===== src/rtl/copy_dma_pkg.sv =====
package copy_dma_pkg;
  localparam logic [7:0] OFS_FLAG    = 8'h00;
  localparam logic [7:0] OFS_IRQEN   = 8'h04;
  localparam logic [7:0] OFS_RUN     = 8'h08;
  localparam logic [7:0] OFS_RST     = 8'h0C;
  localparam logic [7:0] OFS_FLUSH   = 8'h14;
  localparam logic [7:0] OFS_SRC_LO  = 8'h1C;
  localparam logic [7:0] OFS_DST_LO  = 8'h20;
  localparam logic [7:0] OFS_LEN     = 8'h24;
  localparam logic [7:0] OFS_LEN_AUX = 8'h28;
  localparam logic [7:0] OFS_SRC_HI  = 8'h60;
  localparam logic [7:0] OFS_DST_HI  = 8'h64;

  typedef enum logic [1:0] {ST_IDLE, ST_READ, ST_WRITE} copyState_t;

  typedef struct packed {
    logic load;     // latch programmed src/dst/len into the working counters
    logic capture;  // read beat accepted: hold read data
    logic advance;  // write beat accepted: step pointers and count
    logic wrPhase;  // address mux selects destination
  } copyStrobes_t;
endpackage


===== src/rtl/copy_dma_datapath.sv =====
module copy_dma_datapath
  import copy_dma_pkg::*;
#(
  parameter int ADDR_W = 64,
  parameter int LEN_W  = 28
) (
  input  logic              clk,
  input  logic              rstN,
  input  copyStrobes_t      strb,
  input  logic [ADDR_W-1:0] srcAddr,
  input  logic [ADDR_W-1:0] dstAddr,
  input  logic [LEN_W-1:0]  xferLen,
  input  logic [31:0]       memRdata,
  output logic [ADDR_W-1:0] memAddr,
  output logic [31:0]       memWdata,
  output logic [3:0]        memBe,
  output logic              lastBeat
);
  logic [ADDR_W-1:0] curSrc, curDst;
  logic [LEN_W-1:0]  remain;
  logic [31:0]       dataBuf;
  logic              wordMode;
  logic [2:0]        stepSize;

  assign wordMode = remain >= LEN_W'(4);
  assign stepSize = wordMode ? 3'd4 : 3'd1;
  assign lastBeat = remain == LEN_W'(stepSize);
  assign memAddr  = strb.wrPhase ? curDst : curSrc;
  assign memWdata = dataBuf;
  assign memBe    = wordMode ? 4'b1111 : 4'b0001;

  always_ff @(posedge clk or negedge rstN) begin
    if (!rstN) begin
      curSrc  <= '0;
      curDst  <= '0;
      remain  <= '0;
      dataBuf <= '0;
    end else begin
      if (strb.load) begin
        curSrc <= srcAddr;
        curDst <= dstAddr;
        remain <= xferLen;
      end else if (strb.advance) begin
        curSrc <= curSrc + ADDR_W'(stepSize);
        curDst <= curDst + ADDR_W'(stepSize);
        remain <= remain - LEN_W'(stepSize);
      end
      if (strb.capture) dataBuf <= memRdata;
    end
  end


  remain_mono_chk: assert property (@(posedge clk) disable iff (!rstN)
    !strb.load |=> remain <= $past(remain));
endmodule


===== src/rtl/copy_dma_ctrl.sv =====
module copy_dma_ctrl
  import copy_dma_pkg::*;
#(
  parameter int ADDR_W = 64,
  parameter int LEN_W  = 28
) (
  input  logic              clk,
  input  logic              rstN,
  input  logic              regWe,
  input  logic [7:0]        regAddr,
  input  logic [31:0]       regWdata,
  output logic [31:0]       regRdata,
  output logic              irqOut,
  output logic              memReq,
  output logic              memWe,
  input  logic              memReady,
  input  logic              lastBeat,
  output copyStrobes_t      strb,
  output logic [ADDR_W-1:0] srcAddr,
  output logic [ADDR_W-1:0] dstAddr,
  output logic [LEN_W-1:0]  xferLen
);
  localparam int HI_W = ADDR_W - 32;

  copyState_t        state;
  logic              intFlag, intEn, warmRst, hardRst, flushBit;
  logic [31:0]       srcLo, dstLo, lenAux;
  logic [HI_W-1:0]   srcHi, dstHi;
  logic [LEN_W-1:0]  lenReg;
  logic              busy, holdOff, startReq, zeroDone, doneBeat, readAcc, writeAcc, cfgOpen;

  assign busy     = state != ST_IDLE;
  assign holdOff  = warmRst | hardRst | flushBit;
  assign startReq = regWe && regAddr == OFS_RUN && regWdata[0] && !busy && !holdOff;
  assign zeroDone = startReq && lenReg == '0;
  assign readAcc  = state == ST_READ && memReady && !holdOff;
  assign writeAcc = state == ST_WRITE && memReady && !holdOff;
  assign doneBeat = writeAcc && lastBeat;
  assign cfgOpen  = regWe && !busy && !hardRst;

  assign strb.load    = startReq && lenReg != '0;
  assign strb.capture = readAcc;
  assign strb.advance = writeAcc;
  assign strb.wrPhase = state == ST_WRITE;

  assign memReq  = busy && !holdOff;
  assign memWe   = state == ST_WRITE;
  assign irqOut  = intFlag & intEn;
  assign srcAddr = {srcHi, srcLo};
  assign dstAddr = {dstHi, dstLo};
  assign xferLen = lenReg;

  always_ff @(posedge clk or negedge rstN) begin
    if (!rstN) begin
      state <= ST_IDLE;
    end else if (holdOff) begin
      state <= ST_IDLE;
    end else begin
      unique case (state)
        ST_IDLE:  if (strb.load) state <= ST_READ;
        ST_READ:  if (readAcc) state <= ST_WRITE;
        ST_WRITE: if (doneBeat) state <= ST_IDLE;
                  else if (writeAcc) state <= ST_READ;
        default:  state <= ST_IDLE;
      endcase
    end
  end

  always_ff @(posedge clk or negedge rstN) begin
    if (!rstN) begin
      {intFlag, intEn, warmRst, hardRst, flushBit} <= '0;
      {srcLo, dstLo, lenAux, srcHi, dstHi, lenReg} <= '0;
    end else begin
      if (regWe && regAddr == OFS_RST) {hardRst, warmRst} <= regWdata[1:0];
      if (hardRst) begin
        {intFlag, intEn, flushBit} <= '0;
        {srcLo, dstLo, lenAux, srcHi, dstHi, lenReg} <= '0;
      end else begin
        if (doneBeat || zeroDone) intFlag <= 1'b1;
        else if (regWe && regAddr == OFS_FLAG && !regWdata[0]) intFlag <= 1'b0;
        if (regWe && regAddr == OFS_IRQEN) intEn <= regWdata[0];
        if (regWe && regAddr == OFS_FLUSH) flushBit <= regWdata[0];
        if (regWe && regAddr == OFS_LEN_AUX) lenAux <= regWdata;
        if (cfgOpen) begin
          unique case (regAddr)
            OFS_SRC_LO: srcLo  <= regWdata;
            OFS_DST_LO: dstLo  <= regWdata;
            OFS_SRC_HI: srcHi  <= regWdata[HI_W-1:0];
            OFS_DST_HI: dstHi  <= regWdata[HI_W-1:0];
            OFS_LEN:    lenReg <= regWdata[LEN_W-1:0];
            default: ;
          endcase
        end
      end
    end
  end

  always_comb begin
    regRdata = '0;
    unique case (regAddr)
      OFS_FLAG:    regRdata = 32'(intFlag);
      OFS_IRQEN:   regRdata = 32'(intEn);
      OFS_RUN:     regRdata = 32'(busy);
      OFS_RST:     regRdata = 32'({hardRst, warmRst});
      OFS_FLUSH:   regRdata = 32'(flushBit);
      OFS_SRC_LO:  regRdata = srcLo;
      OFS_DST_LO:  regRdata = dstLo;
      OFS_LEN:     regRdata = 32'(lenReg);
      OFS_LEN_AUX: regRdata = lenAux;
      OFS_SRC_HI:  regRdata = 32'(srcHi);
      OFS_DST_HI:  regRdata = 32'(dstHi);
      default:     regRdata = '0;
    endcase
  end


  done_idle_chk: assert property (@(posedge clk) disable iff (!rstN)
    doneBeat |=> (!busy && intFlag));

  zero_len_chk: assert property (@(posedge clk) disable iff (!rstN)
    zeroDone |=> (intFlag && !busy && !memReq));

  cfg_lock_chk: assert property (@(posedge clk) disable iff (!rstN)
    (busy && regWe && regAddr == OFS_SRC_LO && !hardRst) |=> $stable(srcLo));

  abort_idle_chk: assert property (@(posedge clk) disable iff (!rstN)
    (busy && holdOff) |=> (!busy && !memReq));

  hard_clear_chk: assert property (@(posedge clk) disable iff (!rstN)
    hardRst |=> (!intFlag && !intEn && srcLo == '0 && lenReg == '0 && !busy));
endmodule


===== src/rtl/copy_dma_channel.sv =====
module copy_dma_channel
  import copy_dma_pkg::*;
#(
  parameter int ADDR_W = 64,
  parameter int LEN_W  = 28
) (
  input  logic              clk,
  input  logic              rstN,
  input  logic              regWe,
  input  logic [7:0]        regAddr,
  input  logic [31:0]       regWdata,
  output logic [31:0]       regRdata,
  output logic              irqOut,
  output logic              memReq,
  output logic              memWe,
  output logic [ADDR_W-1:0] memAddr,
  output logic [3:0]        memBe,
  output logic [31:0]       memWdata,
  input  logic              memReady,
  input  logic [31:0]       memRdata
);
  copyStrobes_t      strb;
  logic [ADDR_W-1:0] srcAddr, dstAddr;
  logic [LEN_W-1:0]  xferLen;
  logic              lastBeat;

  copy_dma_ctrl #(.ADDR_W(ADDR_W), .LEN_W(LEN_W)) uCtrl (
    .clk(clk), .rstN(rstN), .regWe(regWe), .regAddr(regAddr), .regWdata(regWdata),
    .regRdata(regRdata), .irqOut(irqOut), .memReq(memReq), .memWe(memWe),
    .memReady(memReady), .lastBeat(lastBeat), .strb(strb),
    .srcAddr(srcAddr), .dstAddr(dstAddr), .xferLen(xferLen)
  );

  copy_dma_datapath #(.ADDR_W(ADDR_W), .LEN_W(LEN_W)) uPath (
    .clk(clk), .rstN(rstN), .strb(strb), .srcAddr(srcAddr), .dstAddr(dstAddr),
    .xferLen(xferLen), .memRdata(memRdata), .memAddr(memAddr), .memWdata(memWdata),
    .memBe(memBe), .lastBeat(lastBeat)
  );
endmodule


===== config.mk =====
export PLATFORM = sky130hd
export DESIGN_NAME = copy_dma_channel
export DESIGN_NICKNAME = d
export VERILOG_FILES = /design/src/rtl/copy_dma_pkg.sv /design/src/rtl/copy_dma_datapath.sv /design/src/rtl/copy_dma_ctrl.sv /design/src/rtl/copy_dma_channel.sv
export SDC_FILE = /design/constraint.sdc
export NUM_CORES = 1
export LEC_CHECK = 0
export ABC_AREA = 1
export CORE_AREA = 3 3 156 271
export CTS_BUF_LIST = sky130_fd_sc_hd__clkbuf_4
export DETAILED_ROUTE_END_ITERATION = 16
export DIE_AREA = 0 0 159 274
export DONT_BUFFER_PORTS = 1
export HOLD_SLACK_MARGIN = 0.15
export PLACE_DENSITY = 0.71
export SYNTH_ARGS = -nofsm -noshare
export SYNTH_HDL_FRONTEND = slang
export SYNTH_HIERARCHICAL = 1
export SYNTH_SLANG_ARGS = --single-unit

===== constraint.sdc =====
create_clock -name clk -period 4.5 [get_ports clk]
set_input_delay 0.9 -clock clk [delete_from_list [all_inputs] [get_ports clk]]
set_output_delay 0.9 -clock clk [all_outputs]
set_load 0.005 [all_outputs]

Word level (Yosys, flattened, before mapping)
Index checks and enable logic that the tools add are counted.
{ "totals": {"reg_bits": 383, "input_bits": 76, "out_inout_bits": 135, "elab_cells": 126} }
{ "op_classes": {"addsub": 3, "magnitude_cmp": 1, "eq_ne": 16, "mux": 40, "bitwise": 3, "reduce_logical": 47} }
{ "ops": {"columns": ["cell", "count"], "rows": [
  ["$mux 32", 14],
  ["$pmux 32 s11", 1],
  ["$mux 64", 5],
  ["$mux 28", 5],
  ["$add 64x3->64", 2],
  ["$eq 28x3->1", 1],
  ["$ge 28x3->1 const B", 1],
  ["$logic_not 28->1", 1],
  ["$reduce_bool 28->1", 1],
  ["$sub 28x3->28", 1],
  ["$eq 8x6->1 const B", 3],
  ["$reduce_bool 2->1", 11],
  ["$logic_and 1x1->1", 20],
  ["$eq 8x4->1 const B", 2],
  ["$eq 8x5->1 const B", 2],
  ["$eq 8x7->1 const B", 2],
  ["$mux 2", 5],
  ["$reduce_and 2->1", 5],
  ["$eq 8x3->1 const B", 1],
  ["$logic_not 8->1", 1],
  ["$mux 1", 7],
  ["$pmux 2 s3", 1],
  ["$logic_not 1->1", 4],
  ["$mux 4", 1],
  ["other kinds (12)", 13]
]} }

Depth between registers and ports, before layout
{ "logic_depth": {"ltp_word": 9, "depth_mapped": 19} }

Modules after synthesis
The synthesis kept the hierarchy.
{ "by_module_without_submodules": {"columns": ["mod", "instances", "cells_per_inst", "area_per_inst_um2", "seq_area_each_um2"], "rows": [
  ["copy_dma_datapath", 1, 1954, 13444.1, 4704.5],
  ["copy_dma_ctrl", 1, 1117, 8906.0, 4879.7]
]} }

Worst setup path before layout
OpenSTA, ideal clock, no wires.
{ "synth_timing": {"kind": "input to output", "startpoint": "in regAddr[7]", "endpoint": "out regRdata[22]", "t_arrival_ns": 1.925, "required_ns": 3.600, "path_slack_ns": 1.675, "cell_stages": 8, "path_buffers": 1, "path_cell_list": "nor2_1 inv_2 nor3_2 nand2_1 inv_2 clkbuf_1 a21oi_1 nand3b_1"} }
{ "synth_between": {"elab_chain_cells": 2} }
{ "synth_rtl": {"columns": ["element", "line_no", "rtl"], "rows": [
  ["start: declaration", "copy_dma_channel.sv:10", "input logic [7:0] regAddr,"],
  ["$eq 8x7->1 (tied with other cells)", "copy_dma_ctrl.sv:100", "unique case (regAddr)"],
  ["$pmux 32 s11 *", "copy_dma_ctrl.sv:100", null],
  ["end: declaration", "copy_dma_channel.sv:12", "output logic [31:0] regRdata,"]
]} }
Mark *: on every way between the ends. The rest lies on a longest branch, timed or not.

Worst setup path after layout
{ "layout_timing": {"startpoint": "reg uCtrl.state[0]", "endpoint": "out memAddr[11]"} }
{ "layout_between": {"elab_chain_cells": 2} }
{ "layout_rtl": {"columns": ["element", "line_no", "rtl"], "rows": [
  ["start: declaration", "copy_dma_ctrl.sv:25", "copyState_t state;"],
  ["start signal: assignment", "copy_dma_ctrl.sv:55", "state <= ST_IDLE;"],
  ["start signal: assignment", "copy_dma_ctrl.sv:57", "state <= ST_IDLE;"],
  ["start signal: assignment", "copy_dma_ctrl.sv:60", "ST_IDLE: if (strb.load) state <= ST_READ;"],
  ["$eq 2x2->1", null, null],
  ["via memWe", "copy_dma_channel.sv:15", "output logic memWe,"],
  ["$mux 64", "copy_dma_datapath.sv:28", "assign memAddr = strb.wrPhase ? curDst : curSrc;"],
  ["end: declaration", "copy_dma_channel.sv:16", "output logic [ADDR_W-1:0] memAddr,"]
]} }
The timed path passes the listed nets, and every way through them passes these cells.

==> impl_metrics.csv <==
group,metric,value,unit
synth,syn_inst,3071,
synth,synth_edf_count,0,
placement,place.gp.congestion,1.03,
layout,seqCellArea,9580,um^2
die,die_x,159,um
synth,synth_top_area_cell,"dfrtp_1",
timing,setup_tns,0,ns
clock_network,cts_setup_buffers,0,
routing,drtAntennaViolNets,0,
run,max_cap_violations,0,
routing,wire_per_inst,25.3,um
worst_setup_path,cp-start-kind,"flop",
global_routing,grt_usage,42.1,%
timing,clock_skew,0.0760,ns
synth,yosysWarnings,6,
die,dieArea,43600,um^2
worst_hold_path,hold_class,"in -> async",
timing,worstMarginPinSlew,1.30,ns
routing,finalWirelength,92900,um
worst_setup_path,end_kind,"primary output",
die,io_pins,211,
synth,synthArstFlopShare,100,%
timing,finalCritPeriodShare,86.6,%
timing,finalSetupViolations,0,
global_routing,grt.overflow.total,0,
layout,fin_area,23900,um^2
synth,synth_cell_types,47,
worst_setup_path,worst_path_max_delay_cell,"clkinv_2",
synth,synth_area,22400,um^2
synth,synth_top_area_share,42.9,%
clock_network,cts_max_path_buffers,3,
worst_setup_path,crit_type,"reg -> out",
layout,multi_input_area,11300,um^2
worst_setup_path,r2r_cells,18,
clock_network,clk_latency,0.83,ns
synth,synth-main-ff-cell,"dfrtp_1",
synth,yosysMostFrequentCell,"nand2_1",
die,std_cell_rows,97,
synth,seq_area_frac_synth,42.9,%
global_routing,antenna_found_initial,3,
global_routing,grt_max_degree,384,
synth,synth_top_cells_by_count,"nand2_1 (1049), dfrtp_1 (383), nor2_1 (310), o21ai_1 (215), inv_1 (207)",
routing,drt_iter0_drc,2594,
outcome,violations,"negative hold slack",
die,coreArea,40300,um^2
clock_network,ctsResizeCount,0,
routing,drc_errors,0,
routing,drtPass1Iterations,8,
synth,yosys-top-cells-area,"dfrtp_1 (43%), nand2_1 (18%), nor2_1 (5.2%), o21ai_1 (4.8%), nand3_1 (3.9%)",
pwr,peakVddDrop,231,uV
pwr,p_leak,0.0110,uW
worst_setup_path,worstPathArrival,3.00,ns
clock_network,clock_sinks,383,
worst_setup_path,crit_chain,"inv_1, nand2_1, clkinv_2, buf_12, o21ai_0",
layout,fillers,3886,
timing,fmax,257,MHz
placement,io_buffers,0,
clock_network,cts_made_buffers,93,
routing,via_per_inst,6.08,
worst_setup_path,slowest_delay,0.62,ns
global_routing,grt_first_pass_wirelength,137000,um
pwr,p_per_area,293,nW/um^2
outcome,status,"complete, but fails checks",
global_routing,grt_pass1_vias,21957,
timing,rsz0062_at_grt,"no",
worst_setup_path,crit_fanout,62,
synth,ys_seq_elements,383,
layout,final_nets,3147,
timing,relSlewSlack,13.1,%
layout,layout-drive-gt1-share,10.3,%
clock_network,cts_tree,"done",
clock_network,h-tree-depth,3,
clock_network,ctsRootBufferMaster,"clkbuf_4",
layout,syn_to_final_growth,6.97,%
timing,drv_slew,0,
placement,place_area,22700,um^2
synth,synth_nets,3156,
synth,synth.avg_cell_area,7.28,um^2
timing,holdWs,-0.228,ns
placement,dp_hpwl,69700,um
timing,min_period,3.90,ns
timing,hold_viol,196,
die,initial_core_util,55.5,%
worst_setup_path,worst_ep_required_time,3.60,ns
die,die_h,274,um
clock_network,hold_buffers,4,
routing,via_count,22350,
clock_network,path_clk_slew,0.07,ns
final cells by class:
class,instances,share of cell area (%)
Inverter,224,3.53
Clock inverter,27,0.775
Timing Repair Buffer,29,1.11
Multi-Input combinational cell,2331,47.4
Sequential cell,383,40.1
Clock buffer,134,4.21
Antenna cell,2,0.0209
Tap cell,544,2.85
sequential cells by signal, indices dropped and copies added, names as in the netlist:
register        cells
uPath/curDst       64
uPath/curSrc       64
uCtrl/dstHi        32
uCtrl/dstLo        32
uCtrl/lenAux       32
uCtrl/srcHi        32
uCtrl/srcLo        32
uPath/memWdata     32
uCtrl/xferLen      28
uPath/remain       28
uCtrl/state         2
uCtrl/flushBit      1
uCtrl/hardRst       1
uCtrl/intEn         1
uCtrl/intFlag       1
uCtrl/warmRst       1
per-stage QoR:
step	setup slack [ns]	std cells	hold slack, ns	power [uW]	util, %
4_1_cts	0.605	3672	-0.287	7040	59.3
3_5_place_dp	0.919	3507	0.478	4060	56.3
3_3_place_gp	0.973	3507	0.474	4050	56.3
5_1_grt	0.400	3673	-0.267	7270	59.3
2_1_floorplan	1.68	3071	0.459	3920	-
6_report	0.604	3674	-0.228	7000	59.3
power by group:
part	leakage [uW]	internal [uW]	total [uW]	switching, uW
Sequential	0.00515	3530	3670	144
Combinational	0.00518	107	344	238
Clock	0.000705	1490	2980	1490
cells in the final DEF, fill, tap and decap left out, types with 9 or more instances in the layout:
cell / Yosys / routed
inv_1: 207 / 205
mux2_1: 10 / 10
inv_2: 16 / 16
buf_4: 8 / 22
o21bai_1: 9 / 9
nor2_1: 310 / 308
o221ai_1: 11 / 11
nand3b_1: 9 / 9
o21ai_1: 215 / 215
nor2_4: 15 / 17
clkinv_1: 1 / 17
o211ai_1: 11 / 11
mux2_2: 34 / 34
nand2_1: 1049 / 1049
nor2_2: 31 / 31
xnor2_1: 13 / 13
nand3_1: 175 / 175
nand2_2: 33 / 33
dfrtp_1: 383 / 383
nand4_1: 30 / 30
xor2_1: 49 / 49
clkbuf_4: 0 / 134
a22oi_1: 114 / 114
a21oi_1: 23 / 23
o21ai_0: 146 / 146
ha_1: 9 / 9
cell families after synthesis:
kind of cell / after synthesis / share of synthesized area, %
AND/OR/NAND/NOR: 1678 / 31.5
XOR/XNOR: 62 / 2.43
adder cells (fa/ha/maj): 9 / 0.504
flip-flops: 383 / 42.9
other: 1 / 0.0168
buffers and inverters: 357 / 6.62
AO/OA/AOI/OAI: 537 / 13.9
multiplexers: 44 / 2.22
layer usage:
layer,global-route usage (%),up-vias,routed length [um]
met2,70.0,1328,44000
li1,-,10086,-
met4,40.1,2,11000
met1,44.4,10512,30400
met3,8.22,422,7500
met5,0,-,13
final timing paths:
kind,startpoint,to,slack [ns]
min reg2reg,uCtrl/lenAux[29],uCtrl/lenAux[29],0.49
max reg2reg,uPath/remain[5],uPath/curSrc[58],0.85
max in group asynchronous,rstN,uCtrl/hardRst,3.80
max,uCtrl/state[0],memAddr[11],0.60
min in group clk,memRdata[30],uPath/memWdata[30],0.22
min,rstN,uPath/curSrc[34],-0.23
critical path, delay by kind of cell, from the launching register on:
family                 cells  cell delay [ns]
buffers and inverters      3             1.18
AND/OR/NAND/NOR            1             0.11
AO/OA/AOI/OAI              1             0.49
flip-flops                 1             0.38
Note: power is estimated with default switching activity, not from simulation.
